$ cat config.mk
export PLATFORM = sky130hd
export DESIGN_NAME = cap_unit
export DESIGN_NICKNAME = d
export VERILOG_FILES = /design/src/rtl/cap_pkg.sv /design/src/rtl/cap_sync.sv /design/src/rtl/cap_edge_cnt.sv /design/src/rtl/cap_channel.sv /design/src/rtl/cap_unit.sv
export SDC_FILE = /design/constraint.sdc
export NUM_CORES = 1
export LEC_CHECK = 0
export ABC_AREA = 1
export BUFFER_PORTS_ARGS = -buffer_cell sky130_fd_sc_hd__buf_2
export CORE_MARGIN = 2
export CORE_UTILIZATION = 49
export CTS_CLUSTER_DIAMETER = 60
export DETAILED_ROUTE_END_ITERATION = 10
export PLACE_DENSITY = 0.79
export RECOVER_POWER = 50
export SLEW_MARGIN = 0
export SYNTH_ARGS = -nofsm -noshare
export SYNTH_HDL_FRONTEND = slang
export SYNTH_SLANG_ARGS = --single-unit
export TNS_END_PERCENT = 20
$ cat constraint.sdc
create_clock -name clk_i -period 2.1 [get_ports clk_i]
set_input_delay 0.105 -clock clk_i [delete_from_list [all_inputs] [get_ports clk_i]]
set_output_delay 0.105 -clock clk_i [all_outputs]
set_load 0.01 [all_outputs]
$ cat src/rtl/cap_pkg.sv
package cap_pkg;
  typedef enum logic [1:0] {
    EDGE_OFF  = 2'b00,
    EDGE_FALL = 2'b01,
    EDGE_RISE = 2'b10,
    EDGE_ANY  = 2'b11
  } edge_sel_t;

  function automatic logic edge_match(edge_sel_t sel, logic rise, logic fall);
    unique case (sel)
      EDGE_FALL: return fall;
      EDGE_RISE: return rise;
      EDGE_ANY:  return rise | fall;
      default:   return 1'b0;
    endcase
  endfunction
endpackage

$ cat src/rtl/cap_sync.sv
module cap_sync #(
  parameter int STAGES = 2
) (
  input  logic clk_i,
  input  logic rst_ni,
  input  logic sig_i,
  output logic lvl_o,
  output logic chg_o
);
  logic [STAGES-1:0] sh_q;
  logic              prev_q;

  always_ff @(posedge clk_i or negedge rst_ni) begin
    if (!rst_ni) begin
      sh_q   <= '0;
      prev_q <= 1'b0;
    end else begin
      sh_q   <= {sh_q[STAGES-2:0], sig_i};
      prev_q <= sh_q[STAGES-1];
    end
  end

  assign lvl_o = sh_q[STAGES-1];
  assign chg_o = sh_q[STAGES-1] ^ prev_q;
endmodule

$ cat src/rtl/cap_edge_cnt.sv
module cap_edge_cnt #(
  parameter int CW = 8
) (
  input  logic          clk_i,
  input  logic          rst_ni,
  input  logic          en_i,
  input  logic          edge_i,
  input  logic [CW-1:0] cmp_i,
  output logic [CW-1:0] cnt_o,
  output logic          tog_o
);
  logic [CW-1:0] cnt_q;
  logic [CW-1:0] cnt_inc;
  logic          tog_q;

  assign cnt_inc = cnt_q + CW'(1);

  always_ff @(posedge clk_i or negedge rst_ni) begin
    if (!rst_ni) begin
      cnt_q <= '0;
      tog_q <= 1'b0;
    end else if (!en_i) begin
      cnt_q <= '0;
      tog_q <= 1'b0;
    end else if (edge_i) begin
      if (cnt_inc == cmp_i) begin
        cnt_q <= '0;
        tog_q <= ~tog_q;
      end else begin
        cnt_q <= cnt_inc;
      end
    end
  end

  assign cnt_o = cnt_q;
  assign tog_o = tog_q;
endmodule

$ cat src/rtl/cap_channel.sv
module cap_channel
  import cap_pkg::*;
#(
  parameter int TW = 16
) (
  input  logic          clk_i,
  input  logic          rst_ni,
  input  logic          en_i,
  input  logic [1:0]    sel_i,
  input  logic          rise_i,
  input  logic          fall_i,
  input  logic          clr_i,
  input  logic [TW-1:0] count_i,
  output logic          hit_o,
  output logic [TW-1:0] cap_o,
  output logic          flag_o
);
  logic [TW-1:0] cap_q;
  logic          flag_q;

  assign hit_o = en_i & edge_match(edge_sel_t'(sel_i), rise_i, fall_i);

  always_ff @(posedge clk_i or negedge rst_ni) begin
    if (!rst_ni) begin
      cap_q  <= '0;
      flag_q <= 1'b0;
    end else begin
      if (hit_o) cap_q <= count_i;
      if (hit_o)      flag_q <= 1'b1;
      else if (clr_i) flag_q <= 1'b0;
    end
  end

  assign cap_o  = cap_q;
  assign flag_o = flag_q;
endmodule

$ cat src/rtl/cap_unit.sv
module cap_unit #(
  parameter int TW          = 16,
  parameter int CW          = 8,
  parameter int SYNC_STAGES = 2
) (
  input  logic          clk_i,
  input  logic          rst_ni,
  input  logic          sig_i,
  input  logic [TW-1:0] count_i,
  input  logic          arm_set_i,
  input  logic          arm_clr_i,
  input  logic          oneshot_i,
  input  logic          src_sel_i,
  input  logic [1:0]    edge0_i,
  input  logic [1:0]    edge1_i,
  input  logic [1:0]    flag_clr_i,
  input  logic          ecnt_en_i,
  input  logic [CW-1:0] ecnt_cmp_i,
  output logic [TW-1:0] cap0_o,
  output logic [TW-1:0] cap1_o,
  output logic [1:0]    flag_o,
  output logic          arm_o,
  output logic [CW-1:0] ecnt_o,
  output logic          cmp_o
);
  localparam int NCH = 2;

  logic           s_lvl, s_chg;
  logic           src, src_q, src_rise, src_fall;
  logic           arm_q, done0_q;
  logic [NCH-1:0] ch_en, hit;
  logic [1:0]     sel [NCH];
  logic [TW-1:0]  cap [NCH];

  cap_sync #(.STAGES(SYNC_STAGES)) u_sync (
    .clk_i (clk_i),
    .rst_ni(rst_ni),
    .sig_i (sig_i),
    .lvl_o (s_lvl),
    .chg_o (s_chg)
  );

  cap_edge_cnt #(.CW(CW)) u_ecnt (
    .clk_i (clk_i),
    .rst_ni(rst_ni),
    .en_i  (ecnt_en_i),
    .edge_i(s_chg),
    .cmp_i (ecnt_cmp_i),
    .cnt_o (ecnt_o),
    .tog_o (cmp_o)
  );

  assign src      = src_sel_i ? cmp_o : s_lvl;
  assign src_rise = src & ~src_q;
  assign src_fall = ~src & src_q;

  always_ff @(posedge clk_i or negedge rst_ni) begin
    if (!rst_ni) src_q <= 1'b0;
    else         src_q <= src;
  end

  // one-shot: circuit 1 waits for circuit 0
  assign ch_en[0] = arm_q & (~oneshot_i | ~done0_q);
  assign ch_en[1] = arm_q & (~oneshot_i | done0_q);
  assign sel[0]   = edge0_i;
  assign sel[1]   = edge1_i;

  for (genvar i = 0; i < NCH; i++) begin : g_ch
    cap_channel #(.TW(TW)) u_ch (
      .clk_i  (clk_i),
      .rst_ni (rst_ni),
      .en_i   (ch_en[i]),
      .sel_i  (sel[i]),
      .rise_i (src_rise),
      .fall_i (src_fall),
      .clr_i  (flag_clr_i[i]),
      .count_i(count_i),
      .hit_o  (hit[i]),
      .cap_o  (cap[i]),
      .flag_o (flag_o[i])
    );
  end

  always_ff @(posedge clk_i or negedge rst_ni) begin
    if (!rst_ni) begin
      arm_q   <= 1'b0;
      done0_q <= 1'b0;
    end else if (arm_clr_i) begin
      arm_q   <= 1'b0;
      done0_q <= 1'b0;
    end else if (arm_set_i) begin
      arm_q   <= 1'b1;
      done0_q <= 1'b0;
    end else if (oneshot_i) begin
      if (hit[1]) begin
        arm_q   <= 1'b0;
        done0_q <= 1'b0;
      end else if (hit[0]) begin
        done0_q <= 1'b1;
      end
    end
  end

  assign arm_o  = arm_q;
  assign cap0_o = cap[0];
  assign cap1_o = cap[1];
endmodule

# [After elaboration in Yosys (flattened, before gate mapping)]
# Cells that the tools add are included.
[totals] wordCells=66 register_bits=49
[classes] n_bitwise=15 n_eq_ne=9 add_sub_neg=1 mux=22 reduce_logical=8
[op_table] cell="$mux W8" count=3
[op_table] cell="$mux W1" count=17
[op_table] cell="$add A8 B1 Y8 const B" count=1
[op_table] cell="$eq A2 B2 Y1 const B" count=4
[op_table] cell="$eq A8 B8 Y1" count=1
[op_table] cell="$and A1 B1 Y1" count=6
[op_table] cell="$pmux W1 S3" count=2
[op_table] cell="$reduce_and A2 Y1" count=3
[op_table] cell="$reduce_bool A3 Y1" count=2
[op_table] cell="$not A1 Y1" count=5
[op_table] cell="$eq A2 B1 Y1 const B" count=2
[op_table] cell="$ne A2 B1 Y1 const B" count=2
[op_table] cell="$reduce_bool A2 Y1" count=2
[op_table] cell="$reduce_bool A4 Y1" count=1
[op_table] cell="$or A1 B1 Y1" count=3
[op_table] cell="$xor A1 B1 Y1" count=1

# [Logic depth before layout (Yosys ltp)]
[logic_depth] depth_word=11 depth_mapped=14

# [By module]
# From an unflattened synthesis, not the netlist that was laid out.
[unflattened] cells_unflattened=299 area_unflattened_um2=2443.6
[by_module_without_submodules] module="cap_channel" area_per_inst_um2=701.9 cells_each=76 n_inst=2 seq_area_each_um2=425.4
[by_module_without_submodules] module="cap_edge_cnt" area_per_inst_um2=782.0 cells_each=116 n_inst=1 seq_area_each_um2=225.2
[by_module_without_submodules] module="cap_unit" area_per_inst_um2=163.9 cells_each=23 n_inst=1 seq_area_each_um2=75.1
[by_module_without_submodules] module="cap_sync" area_per_inst_um2=93.8 cells_each=8 n_inst=1 seq_area_each_um2=75.1

# [Least setup slack after synthesis]
# Ideal clock, no wire load.
[synth_timing] path_kind="flip-flop to flip-flop" from="reg u_ecnt.tog_q, in the netlist u_ecnt.tog_o" to="reg g_ch[1].u_ch.cap_q[3]" period_less_slack_ns=1.767 path_slack_ns=0.333 setup_ns=0.083 stages_incl_launch_ff=10 arrival_time_ns=1.684 cell_sequence="dfrtp_1 -> inv_1 -> nand2_1 -> o21ai_0 -> inv_1 -> ha_1 -> o2111ai_1 -> clkbuf_1 -> nand2_1 -> o21ai_0"
[synth_via] elab_chain_len=6
[synth_rtl] item="start: declaration" line="cap_edge_cnt.sv:14" source="logic tog_q;"
[synth_rtl] item="start signal: assignment" line="cap_edge_cnt.sv:28" source="tog_q <= ~tog_q;"
[synth_rtl] item="$mux W1 (*)" line="cap_unit.sv:53" source="assign src = src_sel_i ? cmp_o : s_lvl;"
[synth_rtl] item="via src" line="cap_unit.sv:29" source="logic src, src_q, src_rise, src_fall;"
[synth_rtl] item="$not A1 Y1" line="cap_unit.sv:55" source="assign src_fall = ~src & src_q;"
[synth_rtl] item="$and A1 B1 Y1" line="cap_unit.sv:55"
[synth_rtl] item="$or A1 B1 Y1" line="cap_pkg.sv:13" source="EDGE_ANY: return rise | fall;"
[synth_rtl] item="$pmux W1 S3 (*)" line="cap_pkg.sv:10" source="unique case (sel)"
[synth_rtl] item="$and A1 B1 Y1 (*)" line="cap_channel.sv:21" source="assign hit_o = en_i & edge_match(edge_sel_t'(sel_i), rise_i, fall_i);"
[synth_rtl] item="end signal: assignment" line="cap_channel.sv:28" source="if (hit_o) cap_q <= count_i;"
[synth_rtl] item="end: declaration" line="cap_channel.sv:18" source="logic [TW-1:0] cap_q;"
# Mark *: on every way through the listed nets, which the timed path passes. The rest lies on a longest branch.
# A chain may end at the register's enable or synchronous reset.

# [Worst setup path in the final report]
[layout_timing] from="reg u_sync.sh_q[1]" to="reg g_ch[1].u_ch.flag_q"
[layout_via] elab_chain_len=7
[layout_rtl] item="start: declaration" line="cap_sync.sv:10" source="logic [STAGES-1:0] sh_q;"
[layout_rtl] item="start signal: assignment" line="cap_sync.sv:18" source="sh_q <= {sh_q[STAGES-2:0], sig_i};"
[layout_rtl] item="$mux W1 (*)" line="cap_unit.sv:53"
[layout_rtl] item="via src" line="cap_unit.sv:29"
[layout_rtl] item="$not A1 Y1" line="cap_unit.sv:55"
[layout_rtl] item="$and A1 B1 Y1" line="cap_unit.sv:55"
[layout_rtl] item="$or A1 B1 Y1" line="cap_pkg.sv:13"
[layout_rtl] item="$pmux W1 S3 (*)" line="cap_pkg.sv:10"
[layout_rtl] item="$and A1 B1 Y1 (*)" line="cap_channel.sv:21"
[layout_rtl] item="$mux W1 or $reduce_bool A2 Y1 (tied branches)"
[layout_rtl] item="end signal: assignment" line="cap_channel.sv:26" source="flag_q <= 1'b0;"
[layout_rtl] item="end signal: assignment" line="cap_channel.sv:29" source="if (hit_o) flag_q <= 1'b1;"
[layout_rtl] item="end signal: assignment" line="cap_channel.sv:30" source="else if (clr_i) flag_q <= 1'b0;"
[layout_rtl] item="end: declaration" line="cap_channel.sv:19" source="logic flag_q;"
# Marks and branches as above.

==> results.json <==
{
  "fin_cells": 402,
  "initial_utilization_pct": 51.2,
  "wl_um": 4660,
  "synth-simple-area-share_pct": 20.8,
  "synth_compound_area_share_pct": 13.5,
  "rows": 24,
  "via_count": 2000,
  "rsz0062_at_grt": "no",
  "antenna_cells": 0,
  "grt_pass1_wl_um": 7960,
  "worstPathCellList": "o21ai_0 > inv_1 > ha_1 > o2111ai_2 > buf_4 > o21ai_0",
  "intPower_mw": 1.65,
  "cp_top_family": "compound AO/OA/AOI/OAI gates",
  "maxSlewViolCount": 0,
  "synthAdderAreaFrac_pct": 1.67,
  "status": "completed",
  "syn_inst": 260,
  "io_buffer_count": 81,
  "setup_slack_ns": 0.298,
  "synth_seq_cells": 49,
  "postLayoutCellArea_mm2": 0.00284,
  "overflow": 0,
  "dp_hpwl_um": 3510,
  "post-route-min-period_ns": 1.80,
  "yosys-top-cells-area": "dfrtp_1 55%, nand2_1 10%, o21ai_0 8.5%, inv_1 6.5%, nand3_1 4.2%",
  "slew_headroom_pct": 22.2,
  "timing.final.crit_share_pct": 85.8,
  "synth_cell_types": 25,
  "fin_util_pct": 64.7,
  "synth_xor_area_share_pct": 1.17,
  "crit_fanout": 33,
  "crit_slowest_cell": "dfrtp_1",
  "path_clk_slew_ns": 0.10,
  "max-vdd-ir-drop_v": 0.000609,
  "grt_pass1_vias": 1888,
  "r2r-start": "u_sync.sh_q[1]$_DFF_PN0_",
  "cts_tree": "done",
  "die_h_um": 71.7,
  "post_cts_buffers": 0,
  "power.total_mw": 2.46,
  "path_class": "register to register",
  "cp_common_cell": "o21ai_0",
  "powerDensity_mw_per_mm2": 868,
  "core-area_mm2": 0.00438,
  "p_leak_nw": 1.49,
  "timing.fmax_mhz": 555,
  "grt_max_degree": 50,
  "pwr-share-seq_pct": 51.4,
  "cap_violations": 0,
  "required_ns": 2.27,
  "final_cell_mix": "62 x nand2_1, 62 x buf_2, 49 x dfrtp_1",
  "ff2ff_setup_slack_ns": 0.30,
  "p_comb_share_pct": 25.3,
  "gp_congestion": 0.817,
  "fin_skew_ns": 0.00768,
  "placed_cell_area_mm2": 0.00273,
  "cts-resized-gates": 0,
  "pin_count": 82,
  "dr.pass1.iters": 5,
  "synth_area_per_cell_um2": 8.63,
  "clk_latency_ns": 0.30,
  "yosysSeqAreaShare_pct": 54.7,
  "reg2reg_depth": 6,
  "synth_top_area_share_pct": 54.7,
  "hold_depth": 3,
  "synth_area_mm2": 0.00224,
  "nets": 390,
  "drtIter0Drc": 68,
  "drcViolationCount": 0,
  "drive_gt1_share_pct": 25.7,
  "die-area_mm2": 0.00514,
  "synthesis.nets": 301,
  "ant_nets": 0,
  "finalHoldViolCount": 0,
  "ys_warn_count": 0,
  "r2r-end": "g_ch[1].u_ch.flag_o$_DFFE_PN0P_",
  "synth_top_family_by_area": "simple AND/OR/NAND/NOR gates",
  "routedWlPerCell_um": 11.6,
  "pwr-share-clk_pct": 23.3,
  "swShare_pct": 33.0,
  "pre_cts_slack_ns": 0.298,
  "worstSetupStartpointType": "register",
  "cts_max_level": 2,
  "clockBufferDepth": 2,
  "grt_usage_pct": 19.6,
  "slowest_delay_ns": 0.41,
  "hold_buffers": 5,
  "p_switching_uw": 813,
  "cp-end-kind": "register",
  "synth_area_leader_cell": "dfrtp_1",
  "setup_tns_ns": 0,
  "setup_violations": 0,
  "die_w_um": 71.7,
  "crit_buf_inv": 2,
  "root_buffer": "clkbuf_8",
  "min_delay_worst_endpoint": "g_ch[1].u_ch.cap_o[5]$_DFFE_PN0P_",
  "antenna_found_initial": 0,
  "critPathArrivalTime_ns": 1.97,
  "synthMuxAreaShare_pct": 0,
  "hold_path_class": "input pin to register",
  "whs_ns": 0.0562,
  "tightest_slew_ns": 1.17,
  "dp_cells": 389,
  "hold_start": "count_i[5]",
  "area_delta_synth_final_pct": 26.4,
  "viasPerCell": 4.98,
  "cts_sinks": 49,
  "cts_buffers": 5
}
worst reg2reg max path, cell delays in order, from the launching register on:
cell,delay (ns)
dfrtp_1,0.41
o21ai_0,0.26
inv_1,0.11
ha_1,0.24
o2111ai_2,0.22
buf_4,0.31
o21ai_0,0.14
metal layers:
layer	track usage, %	vias up	wire, µm
met5	0	-	0
met3	6.05	4	381
met2	32.8	68	2230
met1	23.9	913	2010
met4	7.13	0	38
li1	-	1015	-
state kept, by name, indices dropped and copies added (netlist names):
register and cells:
g_ch.u_ch.flag_o 2, done0_q 1, u_sync.sh_q 2, src_q 1, u_sync.prev_q 1, u_ecnt.tog_o 1
g_ch.u_ch.cap_o 32, arm_o 1, u_ecnt.cnt_o 8
logic make-up after synthesis:
logic type / after synthesis
AO/OA/AOI/OAI: 55
buffers and inverters: 47
flip-flops: 49
AND/OR/NAND/NOR: 103
XOR/XNOR: 3
adder cells (fa/ha/maj): 3
cells in the mapped netlist (all sizes together):
library cell and n:
inv 39, and2 1, nor2 11, nand2 68, o22ai 7, xnor2 2
xor2 1, dfrtp 49, a21o 2, o21bai 1, o2111ai 2, buf 2
a21oi 3, clkbuf 6, o21ai 40, ha 3, nand3 20, or2 1
nand3b 2
worst max path at each step:
stage	start	to	slack, ns	depth (start not counted)
2_1_floorplan	u_ecnt.tog_o$_DFFE_PN0P_	g_ch[1].u_ch.cap_o[3]$_DFFE_PN0P_	0.33	9
3_3_place_gp	u_sync.sh_q[1]$_DFF_PN0_	g_ch[1].u_ch.flag_o$_DFFE_PN0P_	0.38	6
3_5_place_dp	u_sync.sh_q[1]$_DFF_PN0_	g_ch[0].u_ch.flag_o$_DFFE_PN0P_	0.30	6
4_1_cts	u_sync.sh_q[1]$_DFF_PN0_	g_ch[1].u_ch.flag_o$_DFFE_PN0P_	0.29	6
5_1_grt	u_sync.sh_q[1]$_DFF_PN0_	g_ch[1].u_ch.flag_o$_DFFE_PN0P_	0.05	6
6_report	u_sync.sh_q[1]$_DFF_PN0_	g_ch[1].u_ch.flag_o$_DFFE_PN0P_	0.30	6
area by class of cell:
class	count	area [µm²]
Inverter	39	146
Timing Repair Buffer	90	459
Tap cell	52	65.1
Sequential cell	49	1230
Clock inverter	3	25.0
Fill cell	392	1550
Clock buffer	5	68.8
Multi-Input combinational cell	164	846
power groups by stage:
stage | combinational, mW | sequential (mW) | clock, mW
6_report | 0.623 | 1.27 | 0.573
5_1_grt | 0.709 | 1.30 | 0.628
4_1_cts | 0.668 | 1.27 | 0.591
3_5_place_dp | 0.665 | 1.28 | 0
3_3_place_gp | 0.643 | 1.28 | 0
2_1_floorplan | 0.229 | 1.37 | 0
Note: power is estimated with default switching activity, not from simulation.
